`src/rtl/f2h_pkg.sv`:
```
package f2h_pkg;
  localparam int IN_EXP_W   = 8;
  localparam int IN_FRAC_W  = 23;
  localparam int OUT_EXP_W  = 5;
  localparam int OUT_FRAC_W = 10;
  localparam int IN_W       = 1 + IN_EXP_W + IN_FRAC_W;
  localparam int OUT_W      = 1 + OUT_EXP_W + OUT_FRAC_W;
  localparam int SIG_W      = IN_FRAC_W + 1;
  localparam int DROP_W     = IN_FRAC_W - OUT_FRAC_W;
  localparam int IN_BIAS    = (1 << (IN_EXP_W - 1)) - 1;
  localparam int OUT_BIAS   = (1 << (OUT_EXP_W - 1)) - 1;
  localparam int BIAS_DIFF  = IN_BIAS - OUT_BIAS;
  localparam int HE_W       = IN_EXP_W + 2;
  localparam int MAG_W      = HE_W + OUT_FRAC_W;
  localparam int SH_MAX     = SIG_W + 2;
  localparam int SH_W       = $clog2(SH_MAX + 1);

  typedef enum logic [2:0] {
    RM_NEAR_EVEN = 3'd0,
    RM_NEAR_AWAY = 3'd1,
    RM_TO_POS    = 3'd2,
    RM_TO_NEG    = 3'd3,
    RM_TO_ZERO   = 3'd4
  } rnd_mode_e;

  typedef enum logic [2:0] {
    CLS_ZERO,
    CLS_FINITE,
    CLS_INF,
    CLS_QNAN,
    CLS_SNAN
  } in_cls_e;

  // increment decision from lsb, guard and sticky
  function automatic logic round_up(logic [2:0] mode, logic sign, logic lsb,
                                    logic guard, logic sticky);
    logic r;
    case (mode)
      RM_NEAR_EVEN: r = guard & (sticky | lsb);
      RM_NEAR_AWAY: r = guard;
      RM_TO_POS:    r = ~sign & (guard | sticky);
      RM_TO_NEG:    r = sign & (guard | sticky);
      default:      r = 1'b0;
    endcase
    return r;
  endfunction
endpackage

```
`src/rtl/f2h_unpack.sv`:
```
module f2h_unpack
  import f2h_pkg::*;
(
  input  logic [IN_W-1:0]        op_i,
  input  logic                   ftz_in_i,
  output logic                   sign_o,
  output in_cls_e                cls_o,
  output logic signed [HE_W-1:0] he_o,
  output logic [SIG_W-1:0]       sig_o,
  output logic [OUT_FRAC_W-2:0]  nan_pay_o
);
  logic [IN_EXP_W-1:0]  exp_f;
  logic [IN_FRAC_W-1:0] frac_f;
  logic                 exp_max, exp_zero, frac_zero;

  assign sign_o    = op_i[IN_W-1];
  assign exp_f     = op_i[IN_W-2 -: IN_EXP_W];
  assign frac_f    = op_i[IN_FRAC_W-1:0];
  assign exp_max   = &exp_f;
  assign exp_zero  = ~|exp_f;
  assign frac_zero = ~|frac_f;
  assign nan_pay_o = frac_f[IN_FRAC_W-2 -: OUT_FRAC_W-1];

  always_comb begin
    if (exp_max)
      cls_o = frac_zero ? CLS_INF : (frac_f[IN_FRAC_W-1] ? CLS_QNAN : CLS_SNAN);
    else if (exp_zero && (frac_zero || ftz_in_i))
      cls_o = CLS_ZERO;
    else
      cls_o = CLS_FINITE;
  end

  // biased half exponent; a subnormal input uses exponent 1 and no hidden bit
  always_comb begin
    if (exp_zero) he_o = HE_W'(1 - BIAS_DIFF);
    else          he_o = HE_W'(int'(exp_f) - BIAS_DIFF);
  end

  assign sig_o = {~exp_zero, frac_f};
endmodule

```
`src/rtl/f2h_round.sv`:
```
module f2h_round
  import f2h_pkg::*;
(
  input  logic                   sign_i,
  input  logic signed [HE_W-1:0] he_i,
  input  logic [SIG_W-1:0]       sig_i,
  input  logic [2:0]             rnd_mode_i,
  input  logic                   alt_fmt_i,
  input  logic                   tiny_after_i,
  output logic [OUT_W-2:0]       mag_o,
  output logic                   ovf_o,
  output logic                   inexact_o,
  output logic                   underflow_o
);
  localparam int EXT_W = SIG_W + SH_MAX;

  logic [SH_W-1:0]        sh;
  logic [EXT_W-1:0]       ext;
  logic [OUT_FRAC_W:0]    kept;
  logic                   guard, sticky, inc;
  logic [OUT_FRAC_W+1:0]  rounded;
  logic [MAG_W-1:0]       base, mag_w, lim;
  logic                   is_sub, norm_bump, tiny;

  assign is_sub = (he_i < 1);

  always_comb begin
    int sh_int;
    sh_int = is_sub ? (DROP_W + 1 - int'(he_i)) : DROP_W;
    if (sh_int > SH_MAX) sh_int = SH_MAX;
    sh = SH_W'(sh_int);
  end

  assign ext    = {sig_i, {SH_MAX{1'b0}}} >> sh;
  assign kept   = ext[SH_MAX +: OUT_FRAC_W+1];
  assign guard  = ext[SH_MAX-1];
  assign sticky = |ext[SH_MAX-2:0];
  assign inc    = round_up(rnd_mode_i, sign_i, kept[0], guard, sticky);
  assign rounded = {1'b0, kept} + (OUT_FRAC_W+2)'(inc);

  // exponent field minus one; the hidden bit of rounded carries it up
  assign base  = is_sub ? '0 : MAG_W'(he_i - 1);
  assign mag_w = (base << OUT_FRAC_W) + MAG_W'(rounded);

  assign lim = alt_fmt_i ? (MAG_W'(1) << (OUT_W - 1))
                         : (MAG_W'((1 << OUT_EXP_W) - 1) << OUT_FRAC_W);
  assign ovf_o = (mag_w >= lim);

  // carry at normal precision decides after-rounding tininess at he == 0
  assign norm_bump = (&sig_i[SIG_W-1:DROP_W]) &
                     round_up(rnd_mode_i, sign_i, sig_i[DROP_W], sig_i[DROP_W-1],
                              |sig_i[DROP_W-2:0]);
  assign tiny = is_sub & (~tiny_after_i | (he_i < 0) | ~norm_bump);

  assign inexact_o   = guard | sticky;
  assign underflow_o = tiny & inexact_o;
  assign mag_o       = mag_w[OUT_W-2:0];

  always_comb begin
    if (is_sub) begin
      a_r4_sub_bound: assert (rounded <= (OUT_FRAC_W+2)'(1 << OUT_FRAC_W));
    end
  end
endmodule

```
`src/rtl/f2h_cvt.sv`:
```
module f2h_cvt
  import f2h_pkg::*;
(
  input  logic              clk_i,
  input  logic              rst_ni,
  input  logic              valid_i,
  input  logic [IN_W-1:0]   op_i,
  input  logic [2:0]        rnd_mode_i,
  input  logic              alt_fmt_i,
  input  logic              tiny_after_i,
  input  logic              ftz_in_i,
  input  logic              dflt_nan_i,
  output logic              valid_o,
  output logic [OUT_W-1:0]  res_o,
  output logic              flag_invalid_o,
  output logic              flag_overflow_o,
  output logic              flag_underflow_o,
  output logic              flag_inexact_o
);
  localparam logic [OUT_W-2:0] MAG_INF  = {{OUT_EXP_W{1'b1}}, {OUT_FRAC_W{1'b0}}};
  localparam logic [OUT_W-2:0] MAG_MAXA = '1;
  localparam logic [OUT_W-1:0] DFLT_NAN = {1'b0, {OUT_EXP_W{1'b1}}, 1'b1, {(OUT_FRAC_W-1){1'b0}}};

  logic                   sign;
  in_cls_e                cls;
  logic signed [HE_W-1:0] he;
  logic [SIG_W-1:0]       sig;
  logic [OUT_FRAC_W-2:0]  nan_pay;
  logic [OUT_W-2:0]       rnd_mag;
  logic                   rnd_ovf, rnd_inx, rnd_unf;

  logic [OUT_W-1:0]       res_d;
  logic                   inv_d, ovf_d, unf_d, inx_d;

  f2h_unpack u_unpack (
    .op_i      (op_i),
    .ftz_in_i  (ftz_in_i),
    .sign_o    (sign),
    .cls_o     (cls),
    .he_o      (he),
    .sig_o     (sig),
    .nan_pay_o (nan_pay)
  );

  f2h_round u_round (
    .sign_i       (sign),
    .he_i         (he),
    .sig_i        (sig),
    .rnd_mode_i   (rnd_mode_i),
    .alt_fmt_i    (alt_fmt_i),
    .tiny_after_i (tiny_after_i),
    .mag_o        (rnd_mag),
    .ovf_o        (rnd_ovf),
    .inexact_o    (rnd_inx),
    .underflow_o  (rnd_unf)
  );

  always_comb begin
    res_d = {sign, {(OUT_W-1){1'b0}}};
    inv_d = 1'b0;
    ovf_d = 1'b0;
    unf_d = 1'b0;
    inx_d = 1'b0;
    case (cls)
      CLS_ZERO: ;
      CLS_INF: begin
        res_d = {sign, alt_fmt_i ? MAG_MAXA : MAG_INF};
        inv_d = alt_fmt_i;
      end
      CLS_QNAN, CLS_SNAN: begin
        inv_d = alt_fmt_i | (cls == CLS_SNAN);
        if (!alt_fmt_i)
          res_d = dflt_nan_i ? DFLT_NAN
                             : {sign, {OUT_EXP_W{1'b1}}, 1'b1, nan_pay};
      end
      default: begin
        if (rnd_ovf) begin
          res_d = {sign, alt_fmt_i ? MAG_MAXA : MAG_INF};
          inv_d = alt_fmt_i;
          ovf_d = ~alt_fmt_i;
          inx_d = ~alt_fmt_i;
        end else begin
          res_d = {sign, rnd_mag};
          unf_d = rnd_unf;
          inx_d = rnd_inx;
        end
      end
    endcase
  end

  always_ff @(posedge clk_i or negedge rst_ni) begin
    if (!rst_ni) begin
      valid_o          <= 1'b0;
      res_o            <= '0;
      flag_invalid_o   <= 1'b0;
      flag_overflow_o  <= 1'b0;
      flag_underflow_o <= 1'b0;
      flag_inexact_o   <= 1'b0;
    end else begin
      valid_o <= valid_i;
      if (valid_i) begin
        res_o            <= res_d;
        flag_invalid_o   <= inv_d;
        flag_overflow_o  <= ovf_d;
        flag_underflow_o <= unf_d;
        flag_inexact_o   <= inx_d;
      end
    end
  end

  a_r1_valid_lat: assert property (@(posedge clk_i) disable iff (!rst_ni)
    valid_i |=> valid_o);
  a_r1_idle_hold: assert property (@(posedge clk_i) disable iff (!rst_ni)
    !valid_i |=> (!valid_o && $stable(res_o)));
  a_r5_unf_inx: assert property (@(posedge clk_i) disable iff (!rst_ni)
    flag_underflow_o |-> flag_inexact_o);
  a_r6_ovf_inf: assert property (@(posedge clk_i) disable iff (!rst_ni)
    flag_overflow_o |-> (res_o[OUT_W-2:0] == MAG_INF && flag_inexact_o));
  a_r7_alt_no_ovf: assert property (@(posedge clk_i) disable iff (!rst_ni)
    (valid_i && alt_fmt_i) |=> !flag_overflow_o);
  a_r8_alt_nan_zero: assert property (@(posedge clk_i) disable iff (!rst_ni)
    (valid_i && alt_fmt_i && (&op_i[IN_W-2 -: IN_EXP_W]) && (|op_i[IN_FRAC_W-1:0]))
    |=> (res_o[OUT_W-2:0] == '0 && flag_invalid_o));
endmodule

```
`config.mk`:
```
export PLATFORM = sky130hd
export DESIGN_NAME = f2h_cvt
export DESIGN_NICKNAME = d
export VERILOG_FILES = /design/src/rtl/f2h_pkg.sv /design/src/rtl/f2h_unpack.sv /design/src/rtl/f2h_round.sv /design/src/rtl/f2h_cvt.sv
export SDC_FILE = /design/constraint.sdc
export NUM_CORES = 1
export LEC_CHECK = 0
export BUFFER_PORTS_ARGS = -buffer_cell sky130_fd_sc_hd__buf_2
export CORE_MARGIN = 3
export CORE_UTILIZATION = 55
export DETAILED_ROUTE_END_ITERATION = 8
export PLACE_DENSITY = 0.83
export SYNTH_ARGS = -nofsm -noshare
export SYNTH_HDL_FRONTEND = slang
export SYNTH_SLANG_ARGS = --single-unit
export TNS_END_PERCENT = 1
```
`constraint.sdc`:
```
create_clock -name clk_i -period 0.8 [get_ports clk_i]
set_input_delay 0.16 -clock clk_i [delete_from_list [all_inputs] [get_ports clk_i]]
set_output_delay 0.16 -clock clk_i [all_outputs]
set_load 0.01 [all_outputs]
```
==> results of run 1 <==
logic make-up after synthesis:
| family | share of synthesized area [%] |
|---|---|
| DFF | 10.35 |
| xor gates and xnor gates | 4.635 |
| adders and majority gates | 3.205 |
| buffers and inverters | 7.939 |
| and+or+nand+nor | 30.84 |
| AOI/OAI and AO/OA | 41.62 |
| muxes | 1.405 |
per-stage QoR:
| step | worst slack, ns | cell area, um^2 | util (%) | cells |
|---|---|---|---|---|
| global placement | -6.191 | 7511 | 84.88 | 1114 |
| CTS | -6.189 | 8159 | 92.21 | 1139 |
| floorplan | -6.014 | 5255 | - | 717 |
| detailed placement | -6.909 | 7511 | 84.88 | 1114 |
timing repair:
action	4_1_cts
endpoints found under the setup margin	41
gates cloned	2
hold endpoints to repair	21
gates resized for setup	88
buffers inserted	18
pin swaps	49
hold buffers	1
routing by layer:
layer / GRT usage (%) / overflow
met5: 14.42 / 0
met4: 76.49 / 32
met3: 57.06 / 2
met2: 90.75 / 52
met1: 71.15 / 1
==> flow_summary_export.csv, run 1 <==
group,metric,value,unit
global_routing,grt_pass1_wl,59060,um
clock_tree,cts_sinks,21,
status,run.stop_error,"[ERROR GRT-0116] Global routing finished with congestion. Check the congestion regions in the DRC Viewer.",
logic_synthesis,ys_ff_latch,21,
logic_synthesis,avgSynthCellArea,7.078,um^2
logic_synthesis,yosys.area.top_type_share,10.36,%
clock_tree,cts_buffers,3,
logic_synthesis,synth.top_cells.by_area,"dfrtp_1, o21ai_0, nor2_1, a21oi_1, nand3_1",
die,num_rows,34,
logic_synthesis,yosysSeqAreaShare,10.36,%
status,status,"aborted with a tool error",
die,io_pins,63,
logic_synthesis,synth_cell_types,96,
status,failing_step,"global routing (5_1_grt)",
logic_synthesis,async_flop_share,100.0,%
logic_synthesis,yosysWarnings,0,
clock_tree,cts.path.max_buffers,2,
logic_synthesis,yosys_most_used_dff,"dfrtp_1",
clock_tree,htree_levels,1,
die,chipWidth,102.1,um
placement,portBuffers,62,
global_routing,grt_pass1_vias,10130,
clock_tree,cts_root_buf,"clkbuf_8",
global_routing,gr-total-overflow,87,
logic_synthesis,syn-cell-area,5075,um^2
die,fp.dieH,102.1,um
logic_synthesis,syn_inst,717,
die,start_util,57.35,%
global_routing,grt_max_degree,28,
logic_synthesis,synth_most_common_cell,"nor2_1",
logic_synthesis,synth-edff-count,0,
logic_synthesis,synth_common_cells,"nor2_1, o21ai_0, nand2_1",
global_routing,track_usage,72.85,%
placement,gp_congestion,1.216,
logic_synthesis,synth_nets,772,
placement,place.detailed.hpwl,20340,um
logic_synthesis,synth.largest_area_cell,"dfrtp_1",
==> inputs of run 2 (changes only) <==
CORE_UTILIZATION = 40   (was 55)
PLACE_DENSITY = unset   (was 0.83)
PLACE_DENSITY_LB_ADDON = 0.15   (was unset)
clock period = 1.05 ns   (was 0.8 ns; I/O delays follow)
==> flow_summary_export.csv, run 2 <==
group,metric,value,unit
status,status,"finished with violations",
status,violations,"setup timing",
drt,drt_wl_total,26800,um
layout,n_antenna_cell,0,
die,num_rows,40,
sta,max_freq,145.0,MHz
worst_hold_path,hp-class,"input pin to flip-flop",
global_routing,grt_max_degree,30,
layout,largest_register,"res_o",
global_routing,track_usage,36.36,%
drt,via_count,7674,
die,io_pins,63,
layout,mostFrequentLayoutCell,"buf_4",
worst_setup_path,end_kind,"flip-flop",
placement,place.detailed.hpwl,21730,um
worst_setup_path,cp-start-kind,"input pin",
sta,setup_viol_count_final,20,
worst_setup_path,cpMostUsedCell,"nor2_1",
worst_setup_path,critPathArrivalTime,7.04,ns
sta,final_hold_viol_count,0,
drt,drtPass1Iterations,6,
die,die-area,14070,um^2
logic_synthesis,synth_mux_area_share,1.405,%
logic_synthesis,synth_common_cells,"nor2_1, o21ai_0, nand2_1",
sta,finalWorstSetupSlack,-5.845,ns
worst_setup_path,worstPathRequired,1.19,ns
logic_synthesis,ys_ff_latch,21,
worst_setup_path,path_buf_inv,5,
power_and_ir_drop,comb_power_share,74.0,%
power_and_ir_drop,p_seq_share,14.3,%
layout,layout_common_cells,"buf_4, nor2_1, buf_2",
logic_synthesis,avgSynthCellArea,7.078,um^2
placement,gp_congestion,1.027,
sta,min_period_over_period,656.7,%
logic_synthesis,async_flop_share,100.0,%
logic_synthesis,synth.top_cells.by_area,"dfrtp_1, o21ai_0, nor2_1, a21oi_1, nand3_1",
logic_synthesis,syn_inst,717,
die,fp.dieH,118.6,um
logic_synthesis,synth-edff-count,0,
layout,layout-drive-gt1-share,48.33,%
worst_setup_path,critical-path-top-delay-family,"compound AO/OA/AOI/OAI gates",
worst_setup_path,path_max_fanout,7,
clock_tree,cts_root_buf,"clkbuf_16",
drt,first_iter_violations,756,
layout,largest_reg_flops,16,
placement,portBuffers,62,
clock_tree,cts_tree,"yes",
power_and_ir_drop,ir_drop,0.4252,mV
sta,max-slew-margin-rel,54.42,%
sta,fin_hold_ws,0.3308,ns
logic_synthesis,yosysSeqAreaShare,10.36,%
power_and_ir_drop,switching_power,3.005,mW
logic_synthesis,syn-cell-area,5075,um^2
layout,fillers,1121,
die,chipWidth,118.6,um
die,start_util,41.56,%
clock_tree,cts_sinks,21,
logic_synthesis,synth_most_common_cell,"nor2_1",
global_routing,gr-total-overflow,0,
logic_synthesis,yosys_most_used_dff,"dfrtp_1",
drt,ant_nets,0,
power_and_ir_drop,pwr-share-clk,11.8,%
power_and_ir_drop,swShare,44.48,%
flow_run,cap_violations,0,
sta,period_needed,6.895,ns
logic_synthesis,synth_xor_area_share,4.635,%
sta,tightest_slew,0.6665,ns
drt,drc,0,
sta,rsz0062_at_grt,"yes",
logic_synthesis,synth_cell_types,96,
logic_synthesis,yosys.area_share.simple,30.84,%
logic_synthesis,yosys.area.top_type_share,10.36,%
layout,final_cells,1219,
sta,maxSlewViolCount,0,
worst_setup_path,max_stage_delay,0.37,ns
logic_synthesis,synth_top_family_by_area,"compound AO/OA/AOI/OAI gates",
global_routing,antenna_found_initial,0,
drt,viasPerCell,6.295,
power_and_ir_drop,power_leakage,3.548,nW
placement,place_inst,1200,
sta,clock-skew-final,0,ns
clock_tree,clk_pin_slew,0.05,ns
logic_synthesis,yosysWarnings,0,
logic_synthesis,synth_nets,772,
clock_tree,clock_latency,0.25,ns
power_and_ir_drop,power_density,812.3,nW/um^2
layout,area_delta_synth_final,63.91,%
global_routing,grt_pass1_vias,7496,
logic_synthesis,synth_fa_ha_area_share,3.205,%
power_and_ir_drop,power.internal,3.751,mW
die,core,12210,um^2
drt,wl_per_cell,21.98,um
clock_tree,htree_levels,1,
clock_tree,cts_buffers,3,
clock_tree,cts.path.max_buffers,2,
layout,nets,1107,
worst_setup_path,cp_slowest_cell,"o311a_4",
global_routing,grt_pass1_wl,41210,um
logic_synthesis,synth_compound_area_share,41.62,%
worst_setup_path,worstSetupPathType,"input pin to flip-flop",
logic_synthesis,synth.largest_area_cell,"dfrtp_1",
## run 2: cell counts after synthesis
Identical to the previous run, type by type.
## run 2: stage by stage
stage	TNS [ns]	setup slack, ns	area, um^2	util, %	power, mW
after global routing	-117.62	-6.227	8318	68.11	7.108
after global placement	-115.77	-6.168	7781	63.72	5.469
after CTS	-109.05	-5.762	8066	66.06	6.470
after detailed placement	-121.95	-6.497	7781	63.72	5.539
after floorplan	-109.66	-5.814	5255	-	3.250
final	-110.42	-5.845	8318	68.11	6.757
## run 2: kinds of logic after synthesis
logic type / Yosys count
AO/OA/AOI/OAI: 288
AND/OR/NAND/NOR: 284
buffers and inverters: 78
XOR/XNOR: 26
flip-flops: 21
adder cells (fa/ha/maj): 13
multiplexers: 7
## run 2: power by group through the flow
| stage | Combinational (mW) | Clock (mW) | Sequential, mW |
|---|---|---|---|
| CTS | 4.70 | 0.804 | 0.965 |
| detailed placement | 4.56 | 0 | 0.978 |
| global placement | 4.50 | 0 | 0.971 |
| global route | 5.29 | 0.844 | 0.978 |
| finish | 5.00 | 0.794 | 0.966 |
| floorplan | 2.23 | 0 | 1.02 |
## run 2: timing repair
| item | in CTS | in global routing |
|---|---|---|
| endpoints found under the hold margin | 21 | 0 |
| hold buffers | 1 | 0 |
| setup endpoints to repair | 20 | 20 |
| cloned | 1 | 1 |
| buffers inserted | 5 | 7 |
| resized for setup | 38 | 38 |
| pin swaps | 13 | 25 |
## run 2: layout make-up
class	count	area [um^2]	area share [%]
multi-input combinational	620	4592	55.20
timing repair buffer	384	2824	33.95
inverter	22	87.58	1.053
sequential	21	525.5	6.318
clock buffer	4	78.83	0.9477
tap	168	210.2	2.527
## run 2: path summary, 6_finish.rpt
path	startpoint	endpoint	slack, ns	cells after the start
min	dflt_nan_i	res_o[15]	0.33	4
min reg2reg	flag_overflow_o	flag_overflow_o	0.48	1
min in group asynchronous	rst_ni	flag_invalid_o	0.45	2
max in group asynchronous	rst_ni	res_o[5]	0.29	2
max reg2reg	flag_inexact_o	flag_inexact_o	0.22	1
max	op_i[28]	res_o[14]	-5.84	39
## run 2: layer usage
metal	global-route usage [%]	wire length (um)	vias to the layer above
met2	61.31	12480	492
met1	45.68	10350	3610
li1	-	-	3462
met3	3.828	2344	110
met4	18.68	1626	0
met5	0	0	-
No activity file was read; power rests on OpenSTA's default activity.
==> inputs of run 3 (changes only) <==
CELL_PAD_IN_SITES_DETAIL_PLACEMENT = 1   (was unset)
CELL_PAD_IN_SITES_GLOBAL_PLACEMENT = 1   (was unset)
SYNTH_HIERARCHICAL = 1   (was unset)
==> flow_summary_export.csv, run 3 <==
group,metric,value,unit
logic_synthesis,synth_cell_types,89,
global_routing,track_usage,86.17,%
logic_synthesis,syn_inst,751,
status,failing_step,"global routing (5_1_grt)",
die,io_pins,63,
logic_synthesis,synth.largest_area_cell,"dfrtp_1",
die,chipWidth,121.1,um
logic_synthesis,ys_ff_latch,21,
logic_synthesis,yosysSeqAreaShare,9.924,%
logic_synthesis,synth.top_cells.by_area,"dfrtp_1, buf_4, nand2_1, nand3_1, a21oi_1",
placement,place_inst,1205,
logic_synthesis,avgSynthCellArea,7.051,um^2
logic_synthesis,yosys_most_used_dff,"dfrtp_1",
logic_synthesis,yosys.area.top_type_share,9.924,%
global_routing,grt_max_degree,22,
clock_tree,htree_levels,1,
clock_tree,cts_root_buf,"clkbuf_16",
sta,worstEndpointGrtRepair,"res_o[2]$_DFFE_PN0P_/D",
clock_tree,cts.path.max_buffers,2,
logic_synthesis,syn-cell-area,5295,um^2
die,num_rows,41,
status,run.stop_error,"[ERROR GRT-0232] Routing congestion too high. Check the congestion heatmap in the GUI.",
placement,dpl_worst_slack,-8.006,ns
logic_synthesis,async_flop_share,100.0,%
clock_tree,cts_sinks,21,
placement,gp_congestion,1.071,
logic_synthesis,synth_nets,806,
sta,worstEpCategory,"sequential cell input",
die,fp.dieH,121.1,um
placement,portBuffers,62,
clock_tree,cts_buffers,3,
placement,placed_cell_area,7776,um^2
status,status,"aborted with a tool error",
die,start_util,41.45,%
logic_synthesis,synth_most_common_cell,"nand2_1",
global_routing,gr-total-overflow,531,
logic_synthesis,yosysWarnings,6,
logic_synthesis,synth_common_cells,"nand2_1, nor2_1, nand3_1",
logic_synthesis,synth-edff-count,0,
placement,place.detailed.hpwl,27070,um
==> run 3: cell count changes after synthesis, moves of 7 or more <==
cell,previous run,this run
o21ai_0,64,36
o22ai_1,14,4
buf_2,19,8
nand3_1,38,48
nand2_1,49,68
buf_4,5,39
nor2_1,70,52
nand4_1,15,23
nor4_1,8,19
clkbuf_1,22,29
a32oi_1,10,3
mux2i_1,6,21
a211oi_1,9,16
and3_1,6,14
==> run 3: cell families after synthesis <==
| group | count (synthesis) | share of synthesized area, % |
|---|---|---|
| flops | 21 | 9.924 |
| xor+xnor | 27 | 4.608 |
| buf+inv | 115 | 11.81 |
| fa+ha+maj | 13 | 3.072 |
| simple gates | 311 | 32.11 |
| compound gates | 238 | 33.44 |
| mux | 26 | 5.033 |
==> run 3: repair_timing <==
| item | CTS |
|---|---|
| cloned | 2 |
| pin swaps | 59 |
| resized for setup | 143 |
| setup buffers | 26 |
| setup endpoints to repair | 20 |
| hold buffers | 1 |
| hold endpoints to repair | 21 |
==> run 3: stage by stage <==
step	hold WS [ns]	setup TNS (ns)
2_1_floorplan	-0.08559	-122.39
3_3_place_gp	0.1643	-135.68
3_5_place_dp	0.2076	-148.66
4_1_cts	0.2954	-128.81
==> run 3: per-layer routing <==
layer | GRT overflow | global-route usage, %
met1 | 2 | 79.80
met2 | 369 | 106.0
met3 | 13 | 70.44
met4 | 147 | 97.95
met5 | 0 | 20.59
